`config.mk`:
```
export PLATFORM = sky130hd
export DESIGN_NAME = chroma_align
export DESIGN_NICKNAME = d
export VERILOG_FILES = /design/src/rtl/chroma_align_pkg.sv /design/src/rtl/tapline.sv /design/src/rtl/tap_select.sv /design/src/rtl/chroma_align.sv
export SDC_FILE = /design/constraint.sdc
export NUM_CORES = 1
export LEC_CHECK = 0
export BUFFER_PORTS_ARGS = -buffer_cell sky130_fd_sc_hd__buf_2
export CORE_AREA = 2 2 62 64
export CTS_BUF_LIST = sky130_fd_sc_hd__clkbuf_16
export DETAILED_ROUTE_END_ITERATION = 7
export DIE_AREA = 0 0 64 66
export HOLD_SLACK_MARGIN = 0.06
export PLACE_DENSITY = 0.94
export SYNTH_ARGS = -nofsm -noshare
export SYNTH_HDL_FRONTEND = slang
export SYNTH_HIERARCHICAL = 1
export SYNTH_SLANG_ARGS = --single-unit
```
`constraint.sdc`:
```
create_clock -name clk -period 1.5 [get_ports clk]
set_input_delay 0.075 -clock clk [delete_from_list [all_inputs] [get_ports clk]]
set_output_delay 0.075 -clock clk [all_outputs]
set_load 0.05 [all_outputs]
```
`src/rtl/chroma_align_pkg.sv`:
```
package chroma_align_pkg;

   // nominal luma latency; chroma taps span 0 .. NOM_LAT+1
   localparam int NOM_LAT = 2;
   localparam int MAX_LAT = NOM_LAT + 1;

   // full signed decode: relative shift {0,+1,-2,-1} around NOM_LAT
   function automatic int unsigned tap_full(input logic [1:0] code);
      int unsigned t;
      case (code)
         2'b00:   t = NOM_LAT;
         2'b01:   t = NOM_LAT + 1;
         2'b10:   t = NOM_LAT - 2;
         default: t = NOM_LAT - 1;
      endcase
      return t;
   endfunction

   // reduced decode: only bit 0 used, 0 or +1
   function automatic int unsigned tap_reduced(input logic [1:0] code);
      return code[0] ? NOM_LAT + 1 : NOM_LAT;
   endfunction

endpackage

```
`src/rtl/tapline.sv`:
```
module tapline #(
   parameter int W     = 8,
   parameter int DEPTH = 3
) (
   input  logic                    clk,
   input  logic                    rst,
   input  logic [W-1:0]            din,
   output logic [DEPTH:0][W-1:0]   taps
);

   initial begin
      assert (W > 0) else $error("tapline: W must be positive");
      assert (DEPTH > 0) else $error("tapline: DEPTH must be positive");
   end

   logic [DEPTH-1:0][W-1:0] stage;

   always_ff @(posedge clk) begin
      if (rst) begin
         stage <= '0;
      end else begin
         stage[0] <= din;
         for (int i = 1; i < DEPTH; i++) stage[i] <= stage[i-1];
      end
   end

   // tap 0 is the live input, tap k is the input k clocks ago
   assign taps = {stage, din};

endmodule

```
`src/rtl/tap_select.sv`:
```
module tap_select
   import chroma_align_pkg::*;
#(
   parameter int W          = 8,
   parameter int DEPTH      = 3,
   parameter bit FULL_RANGE = 1'b1
) (
   input  logic [DEPTH:0][W-1:0] taps,
   input  logic [1:0]            code,
   output logic [W-1:0]          word
);

   localparam int IW = $clog2(DEPTH + 1);

   initial begin
      assert (DEPTH >= MAX_LAT) else $error("tap_select: DEPTH below deepest tap");
   end

   logic [IW-1:0] idx;

   generate
      if (FULL_RANGE) begin : g_full
         always_comb idx = IW'(tap_full(code));
      end else begin : g_reduced
         always_comb idx = IW'(tap_reduced(code));
      end
   endgenerate

   assign word = taps[idx];

endmodule

```
`src/rtl/chroma_align.sv`:
```
module chroma_align
   import chroma_align_pkg::*;
#(
   parameter int CHROMA_W   = 10,
   parameter int LUMA_W     = 10,
   parameter bit FULL_RANGE = 1'b1
) (
   input  logic                clk,
   input  logic                rst,
   input  logic [1:0]          dly_code,
   input  logic                flag_inv,
   input  logic [CHROMA_W-1:0] chroma_i,
   input  logic                cbcr_i,
   input  logic [LUMA_W-1:0]   luma_i,
   output logic [LUMA_W-1:0]   luma_o,
   output logic [CHROMA_W-1:0] chroma_o,
   output logic                cbcr_o
);

   localparam int PW     = CHROMA_W + 1;   // flag rides above the chroma bits
   localparam int CDEPTH = MAX_LAT;

   initial begin
      assert (CHROMA_W > 0 && LUMA_W > 0) else $error("chroma_align: widths must be positive");
   end

   logic [CDEPTH:0][PW-1:0]      c_taps;
   logic [NOM_LAT:0][LUMA_W-1:0] l_taps;
   logic [PW-1:0]                c_sel;

   // chroma and flag share one shift register so they stay paired
   tapline #(.W(PW), .DEPTH(CDEPTH)) u_ctap (
      .clk  (clk),
      .rst  (rst),
      .din  ({cbcr_i, chroma_i}),
      .taps (c_taps)
   );

   tapline #(.W(LUMA_W), .DEPTH(NOM_LAT)) u_ltap (
      .clk  (clk),
      .rst  (rst),
      .din  (luma_i),
      .taps (l_taps)
   );

   tap_select #(.W(PW), .DEPTH(CDEPTH), .FULL_RANGE(FULL_RANGE)) u_sel (
      .taps (c_taps),
      .code (dly_code),
      .word (c_sel)
   );

   assign luma_o   = l_taps[NOM_LAT];
   assign chroma_o = c_sel[CHROMA_W-1:0];
   assign cbcr_o   = c_sel[PW-1] ^ flag_inv;

   // cycles since reset, saturating, so $past never reaches into reset
   logic [1:0] warm;
   always_ff @(posedge clk) begin
      if (rst)               warm <= '0;
      else if (warm != 2'd3) warm <= warm + 2'd1;
   end

   a_r2_luma_lat: assert property (@(posedge clk) disable iff (rst)
      (warm == 2'd3) |-> (luma_o == $past(luma_i, 2)));

   a_r3_aligned: assert property (@(posedge clk) disable iff (rst)
      (dly_code == 2'b00 && warm == 2'd3) |-> (chroma_o == $past(chroma_i, 2)));

   a_r4_plus_one: assert property (@(posedge clk) disable iff (rst)
      (dly_code == 2'b01 && warm == 2'd3) |-> (chroma_o == $past(chroma_i, 3)));

   a_r7_flag_paired: assert property (@(posedge clk) disable iff (rst)
      (dly_code == 2'b01 && warm == 2'd3) |-> (cbcr_o == ($past(cbcr_i, 3) ^ flag_inv)));

   generate
      if (FULL_RANGE) begin : g_chk_full
         a_r5_minus_two: assert property (@(posedge clk) disable iff (rst)
            (dly_code == 2'b10) |-> (chroma_o == chroma_i));
         a_r8_invert: assert property (@(posedge clk) disable iff (rst)
            (dly_code == 2'b10) |-> (cbcr_o == (cbcr_i ^ flag_inv)));
         a_r6_minus_one: assert property (@(posedge clk) disable iff (rst)
            (dly_code == 2'b11 && warm != 2'd0) |-> (chroma_o == $past(chroma_i, 1)));
      end else begin : g_chk_reduced
         a_r9_bit1_ignored: assert property (@(posedge clk) disable iff (rst)
            (dly_code == 2'b10 && warm == 2'd3) |-> (chroma_o == $past(chroma_i, 2)));
      end
   endgenerate

endmodule

```
==> results of run 1 <==
## area by class of cell
class	instances	area (um^2)	share of cell area, %
Timing Repair Buffer	71	502	20.5
Clock inverter	3	37.5	1.53
Multi-Input combinational cell	65	666	27.2
Clock buffer	5	125	5.10
Sequential cell	53	1060	43.3
Tap cell	48	60.1	2.45
## flip-flops by register name, summed over array words and instances (netlist names)
name,flops
u_ctap/taps,33
u_ltap/taps,20
## placed cells by master, fill, tap and decap left out
master          n
clkbuf_16       5
clkinv_1        1
nor2b_1        33
dfxtp_1        53
buf_2          38
mux4_2         11
inv_1           1
bufinv_16       1
xor2_2          1
buf_6           3
dlygate4sd3_1  21
nor2b_2        16
buf_4           9
nor2b_4         4
## per-stage QoR
| step | utilization [%] | hold WS, ns | setup slack [ns] |
|---|---|---|---|
| final | 69.0 | 0.274 | 0.0190 |
| after global routing | 69.0 | 0.295 | -0.0191 |
| after CTS | 68.3 | 0.277 | 0.00471 |
| after detailed placement | 57.8 | 0.290 | 0.208 |
| after global placement | 57.8 | 0.284 | 0.226 |
| after floorplan | - | 0.147 | 0.117 |
## what timing repair did
action                                 4_1_cts  5_1_grt
endpoints found under the hold margin       21        0
resized for setup                            3       16
hold buffers                                21        0
setup endpoints to repair                    1        8
## layer usage
metal | up-vias | GRT usage, % | routed length, um
met4 | 0 | 4.89 | 29
met1 | 513 | 16.8 | 1200
met3 | 6 | 8.35 | 246
met2 | 38 | 29.6 | 1580
met5 | - | 0 | 0
li1 | 547 | - | -
## path summary, 6_finish.rpt
kind	startpoint	end	slack [ns]	cells after the start
worst max-delay path	chroma_i[5]	chroma_o[5]	0.02	4
worst min-delay path	rst	u_ctap/taps[21]	0.27	3
worst max register to register	u_ctap/taps[25]	u_ctap/taps[36]	0.94	1
worst min register to register	u_ltap/taps[16]	u_ltap/taps[26]	0.43	1
## power by group through the flow
| stage | combinational [uW] | sequential (uW) | clock [uW] |
|---|---|---|---|
| floorplan | 254 | 1550 | 0 |
| global placement | 346 | 1510 | 0 |
| detailed placement | 351 | 1520 | 0 |
| CTS | 400 | 1490 | 1250 |
| global route | 437 | 1490 | 1320 |
| finish | 411 | 1490 | 1220 |
==> results.toml, run 1 <==
[outcome]
status = "finished clean"

[critical_path]
crit_arrival_ns = 1.41
path_max_fanout = 2
crit_buf_inv = 3
slowest_delay_ns = 0.53
cp-end-kind = "output pin"
crit_family = "buffers and inverters"
path_cells = "dlygate4sd3_1, buf_2, mux4_2, buf_4"
startpoint_type = "input port"
critPathKind = "input port to output pin"
required_ns = 1.42
cpMaxStageDelayCell = "dlygate4sd3_1"

[power_and_ir_drop]
power.share.clock_pct = 39.2
peakVddDrop_v = 0.000947
pwr_density_cell_nw_per_um2 = 1270
seq_power_share_pct = 47.6
p_leak_uw = 0.00106
switching_share_pct = 22.1
p_switching_uw = 691
comb_power_share_pct = 13.2
p_total_uw = 3120
p_int_uw = 2430

[cells_and_area]
stdcell_count = 245
n_antenna_cell = 0
area_growth_pct = 31.3
drive_gt1_share_pct = 44.7
final_cell_area_um2 = 2450
final_nets = 222
fill_cells = 270

[clocking]
insertion_delay_ns = 0.28
cts_setup_buffers = 0
clkTransAtPathRegs_ns = 0.06
cts.sinks = 53
cts_made_buffers = 5
root_buffer = "clkbuf_16"
cts_tree = "built"
htreeDepth = 2
clock_path_buffers = 2

[sta]
period_share_pct = 98.7
finalSetupViolations = 0
slew_violations = 0
period_needed_ns = 1.48
hold_violations = 0
relSlewSlack_pct = 74.8
rsz0062_at_grt = "yes"
fmax_mhz = 675
setup_tns_ns = 0
worst_pin_slew_ns = 0.377
fin_skew_ns = 0.00376

[placement]
detailed_place_hpwl_um = 1910
placedCellCount = 216
post_dp_cell_area_um2 = 2050
port_buffers = 46
routabilityCongestion = 0.625

[global_routing]
antenna_found_initial = 0
grt_pass1_vias = 1223
overflow = 0
grt_use_total_pct = 16.5
grt_start_max_net_pins = 31
grt_pass1_wl_um = 5180

[floorplanning]
core_area_um2 = 3550
die-area_um2 = 4220
initial_core_util_pct = 52.6
die_w_um = 64
die_h_um = 66
core.rowCount = 22
ios = 47

[synthesis]
synth_nets = 162
yosysWarningCount = 6
netlist_area_um2 = 1870
netlist_instances = 136
syn_area_per_cell_um2 = 13.7

[route]
drc = 0
detail-route-antenna-nets = 0
drtIter0Drc = 51
first_pass_iters = 4
wl_per_cell_um = 12.5
vias = 1104
totalWireLength_um = 3060
routed_via_density = 4.51

[hold_path]
hp-class = "input port to flop"

[job]
drv_cap = 0
Power figures use the tool's default switching activity.
==> run 2: changes to the inputs <==
--- a/config.mk
+++ b/config.mk
@@ -6,12 +6,13 @@
 export NUM_CORES = 1
 export LEC_CHECK = 0
 export BUFFER_PORTS_ARGS = -buffer_cell sky130_fd_sc_hd__buf_2
-export CORE_AREA = 2 2 62 64
+export CORE_AREA = 3 3 63 65
 export CTS_BUF_LIST = sky130_fd_sc_hd__clkbuf_16
 export DETAILED_ROUTE_END_ITERATION = 7
-export DIE_AREA = 0 0 64 66
+export DIE_AREA = 0 0 66 68
 export HOLD_SLACK_MARGIN = 0.06
 export PLACE_DENSITY = 0.94
+export RECOVER_POWER = 50
 export SYNTH_ARGS = -nofsm -noshare
 export SYNTH_HDL_FRONTEND = slang
 export SYNTH_HIERARCHICAL = 1
==> results.toml, run 2 (synthesis results as in run 1) <==
[global_routing]
grt_use_total_pct = 15.6
grtUsageMet2_pct = 27.2
grt_pass1_wl_um = 5220
use_met1_pct = 17.3
grt_pass1_vias = 1196
use_met3_pct = 5.58
antenna_found_initial = 0
grt_busiest_layer = "met2"
overflow = 0
grt_start_max_net_pins = 54

[sta]
period_needed_ns = 1.49
slew_violations = 0
rsz0062_at_grt = "yes"
fin_skew_ns = 0.00290
fmax_mhz = 672
worst_pin_slew_ns = 0.265
finalSetupViolations = 0
hold_violations = 0
relSlewSlack_pct = 82.3
period_share_pct = 99.2
setup_tns_ns = 0

[clocking]
htreeDepth = 2
cts_setup_buffers = 0
cts_made_buffers = 5
cts_tree = "built"
cts.sinks = 53
clock_path_buffers = 2
insertion_delay_ns = 0.28
clkTransAtPathRegs_ns = 0.06
root_buffer = "clkbuf_16"

[power_and_ir_drop]
p_leak_uw = 0.00106
peakVddDrop_v = 0.000795
pwr_density_cell_nw_per_um2 = 1360
p_total_uw = 3310

[route]
drc = 0
totalWireLength_um = 3050
drtIter0Drc = 65
vias = 1093
wl_per_cell_um = 12.6
detail-route-antenna-nets = 0
first_pass_iters = 4
routed_via_density = 4.54

[cells_and_area]
largest_register_ffs = 33
fin_util_pct = 72.1
area_growth_pct = 30.8
n_antenna_cell = 0
drive_gt1_share_pct = 42.1
final_cell_mix = "dfxtp_1 (53), buf_2 (39), nor2b_1 (39)"
final_nets = 220
final_common_cell = "dfxtp_1"

[floorplanning]
die-area_um2 = 4490
initial_core_util_pct = 55.1
ios = 47
die_w_um = 66
die_h_um = 68
core_area_um2 = 3390
core.rowCount = 21

[job]
drv_cap = 0

[critical_path]
required_ns = 1.42
crit_top_cell = "buf_2"
cp-end-kind = "output pin"
startpoint_type = "input port"
cpMaxStageDelayCell = "dlygate4sd3_1"
crit_buf_inv = 3
crit_family = "buffers and inverters"
crit_arrival_ns = 1.41
path_cells = "dlygate4sd3_1, buf_2, mux4_2, buf_2"
slowest_delay_ns = 0.53
path_max_fanout = 2
critPathKind = "input port to output pin"

[placement]
port_buffers = 46
routabilityCongestion = 0.693
detailed_place_hpwl_um = 1920

[hold_path]
hp-class = "input port to flop"

[outcome]
status = "finished clean"
[run 2: power by group]
part / switching (uW) / leakage [uW] / internal [uW]
sequential: 17.8 / 0.000437 / 1470
clock: 473 / 0.0000938 / 952
combinational: 222 / 0.000525 / 181
[run 2: layout make-up]
class,instances,area [um^2]
Clock buffer,5,125
Clock inverter,3,65.1
Fill cell,239,947
Multi-Input combinational cell,65,641
Sequential cell,53,1060
Tap cell,46,57.6
Timing Repair Buffer,69,493
[run 2: path summary, 6_finish.rpt]
path,start,endpoint,slack [ns],cells past startpoint
worst min register to register,u_ltap/taps[19],u_ltap/taps[29],0.44,1
worst min-delay path,rst,u_ctap/taps[30],0.25,3
worst max register to register,u_ltap/taps[11],u_ltap/taps[21],0.95,1
worst max-delay path,chroma_i[3],chroma_o[3],0.01,4
[run 2: per-layer routing]
| layer | vias to the layer above | wire, um |
|---|---|---|
| met5 | - | 0 |
| met4 | 0 | 29 |
| met3 | 4 | 208 |
| met2 | 37 | 1460 |
| met1 | 509 | 1350 |
| li1 | 543 | - |
[run 2: tightest hold or removal path, cell delays in order]
cell,delay [ns]
buf_2,0.11
buf_12,0.18
nor2b_1,0.12
[run 2: per-stage QoR]
step | hold slack (ns) | std cells | setup WS [ns] | instance area [um^2]
finish | 0.245 | 241 | 0.0127 | 2440
global route | 0.269 | 241 | -0.0269 | 2440
CTS | 0.258 | 241 | 0.000207 | 2450
detailed placement | 0.292 | 212 | 0.208 | 2050
global placement | 0.283 | 212 | 0.227 | 2050
floorplan | 0.147 | 136 | 0.117 | 1870
[run 2: repair_timing]
action | CTS | global route
resized for setup | 3 | 13
endpoints found under the hold margin | 21 | 0
hold buffers | 21 | 0
endpoints found under the setup margin | 1 | 7
==> run 3: changes to the inputs <==
--- a/config.mk
+++ b/config.mk
@@ -6,12 +6,12 @@
 export NUM_CORES = 1
 export LEC_CHECK = 0
 export BUFFER_PORTS_ARGS = -buffer_cell sky130_fd_sc_hd__buf_2
-export CORE_AREA = 3 3 63 65
+export CORE_AREA = 3 3 66 68
 export CTS_BUF_LIST = sky130_fd_sc_hd__clkbuf_16
 export DETAILED_ROUTE_END_ITERATION = 7
-export DIE_AREA = 0 0 66 68
+export DIE_AREA = 0 0 69 71
 export HOLD_SLACK_MARGIN = 0.06
-export PLACE_DENSITY = 0.94
+export PLACE_DENSITY = 0.87
 export RECOVER_POWER = 50
 export SYNTH_ARGS = -nofsm -noshare
 export SYNTH_HDL_FRONTEND = slang
==> constraint.sdc (replaced) <==
create_clock -name clk -period 1.58 [get_ports clk]
set_input_delay 0.079 -clock clk [delete_from_list [all_inputs] [get_ports clk]]
set_output_delay 0.079 -clock clk [all_outputs]
set_load 0.05 [all_outputs]
==> results.toml, run 3 (synthesis results as in run 1) <==
[sta]
setup_tns_ns = 0
slew_violations = 0
relSlewSlack_pct = 82.3
fmax_mhz = 662
layout_setup_ws_ns = 0.0703
hold_violations = 0
rsz0062_at_grt = "no"
worst_pin_slew_ns = 0.266
finalSetupViolations = 0
period_needed_ns = 1.51
period_share_pct = 95.6
fin_skew_ns = 0.00185

[route]
routed_via_density = 4.44
first_pass_iters = 2
drc = 0
drtIter0Drc = 50
vias = 1089
detail-route-antenna-nets = 0
totalWireLength_um = 3140
wl_per_cell_um = 12.8

[cells_and_area]
area_growth_pct = 27.3
final_cell_mix = "dfxtp_1 (53), buf_2 (44), nor2b_1 (37)"
drive_gt1_share_pct = 41.5
fill_cells = 322
largest_register_ffs = 33
fin_util_pct = 60.7
n_antenna_cell = 0
final_common_cell = "dfxtp_1"
final_nets = 220

[floorplanning]
ios = 47
core.rowCount = 23
die-area_um2 = 4900
die_h_um = 71
core_area_um2 = 3910
die_w_um = 69
initial_core_util_pct = 47.7

[clocking]
root_buffer = "clkbuf_16"
htreeDepth = 2
cts.sinks = 53
cts_made_buffers = 5
clkTransAtPathRegs_ns = 0.06
cts_tree = "built"
clock_path_buffers = 2
insertion_delay_ns = 0.28

[critical_path]
crit_family = "buffers and inverters"
path_max_fanout = 2
path_depth = 4
startpoint_type = "input port"
cp-end-kind = "output pin"
slowest_delay_ns = 0.53
path_cells = "dlygate4sd3_1, buf_2, mux4_2, buf_2"
cpMaxStageDelayCell = "dlygate4sd3_1"
required_ns = 1.50
crit_arrival_ns = 1.43
crit_top_cell = "buf_2"
crit_buf_inv = 3
critPathKind = "input port to output pin"
r2r_cells = 1

[power_and_ir_drop]
p_int_uw = 2130
pwr_density_cell_nw_per_um2 = 1170
seq_power_share_pct = 50.5
switching_share_pct = 23.7
comb_power_share_pct = 13.3
p_switching_uw = 661
power.share.clock_pct = 36.2
peakVddDrop_v = 0.000614
p_leak_uw = 0.00103
p_total_uw = 2790

[global_routing]
grt_start_max_net_pins = 54
grt_pass1_wl_um = 5240
overflow = 0
grt_use_total_pct = 14.1
antenna_found_initial = 0
grt_pass1_vias = 1195

[placement]
pre_cts_slack_ns = 0.287
routabilityCongestion = 0.678
detailed_place_hpwl_um = 1940
port_buffers = 46

[outcome]
status = "finished clean"

[hold_path]
hold_depth = 3
hp-class = "input port to flop"

[job]
drv_cap = 0
## run 3: cell types whose count changed in the layout (fill, tap and decap cells not counted)
cell / before / now
clkinv_2: 1 / 0
clkinvlp_4: 0 / 1
buf_1: 0 / 1
buf_2: 39 / 44
nor2b_2: 12 / 15
nor2b_1: 39 / 37
nor2b_4: 2 / 1
buf_4: 6 / 1
bufinv_16: 2 / 0
inv_1: 0 / 2
buf_6: 2 / 1
## run 3: what timing repair did
action / in CTS / in global routing
endpoints found under the hold margin: 21 / 0
endpoints found under the setup margin: 1 / 1
hold buffers: 21 / 0
buffers inserted: 0 / 0
resized for setup: 1 / 2
## run 3: layer usage
| metal | up-vias | track usage [%] | wire length, um |
|---|---|---|---|
| li1 | 540 | - | - |
| met1 | 504 | 13.9 | 1260 |
| met2 | 37 | 25.0 | 1590 |
| met3 | 8 | 5.68 | 227 |
| met4 | 0 | 7.81 | 66 |
| met5 | - | 0 | 0 |
## run 3: final timing paths
kind                        start         endpoint  slack (ns)
setup / recovery      chroma_i[8]      chroma_o[8]        0.07
hold / removal                rst  u_ctap/taps[19]        0.25
setup reg to reg  u_ctap/taps[21]  u_ctap/taps[32]        1.03
hold reg to reg   u_ltap/taps[13]  u_ltap/taps[23]        0.44
## run 3: power by group through the flow
stage | clock, uW | sequential (uW) | combinational [uW]
6_report | 1010 | 1410 | 372
5_1_grt | 1090 | 1420 | 395
4_1_cts | 1050 | 1410 | 378
3_5_place_dp | 0 | 1440 | 336
3_3_place_gp | 0 | 1440 | 330
2_1_floorplan | 0 | 1470 | 241
## run 3: tightest hold or removal path: cells and delay by family
family | cells | cell delay, ns
buf+inv | 2 | 0.29
simple gates | 1 | 0.12
## run 3: cell type report
class	instances	area [um^2]	area share, %
repair buffers	69	473	19.9
clock buffers	5	125	5.26
multi-input cells	65	641	26.9
well taps	50	62.6	2.63
clock inverters	3	15.0	0.632
flip-flops and latches	53	1060	44.6
## run 3: through the flow
| step | instance area [um^2] | instances | hold WS [ns] |
|---|---|---|---|
| final | 2380 | 245 | 0.250 |
| after global routing | 2380 | 245 | 0.259 |
| after CTS | 2400 | 245 | 0.256 |
| after detailed placement | 2050 | 216 | 0.293 |
| after global placement | 2050 | 216 | 0.290 |
| after floorplan | 1870 | 136 | 0.151 |
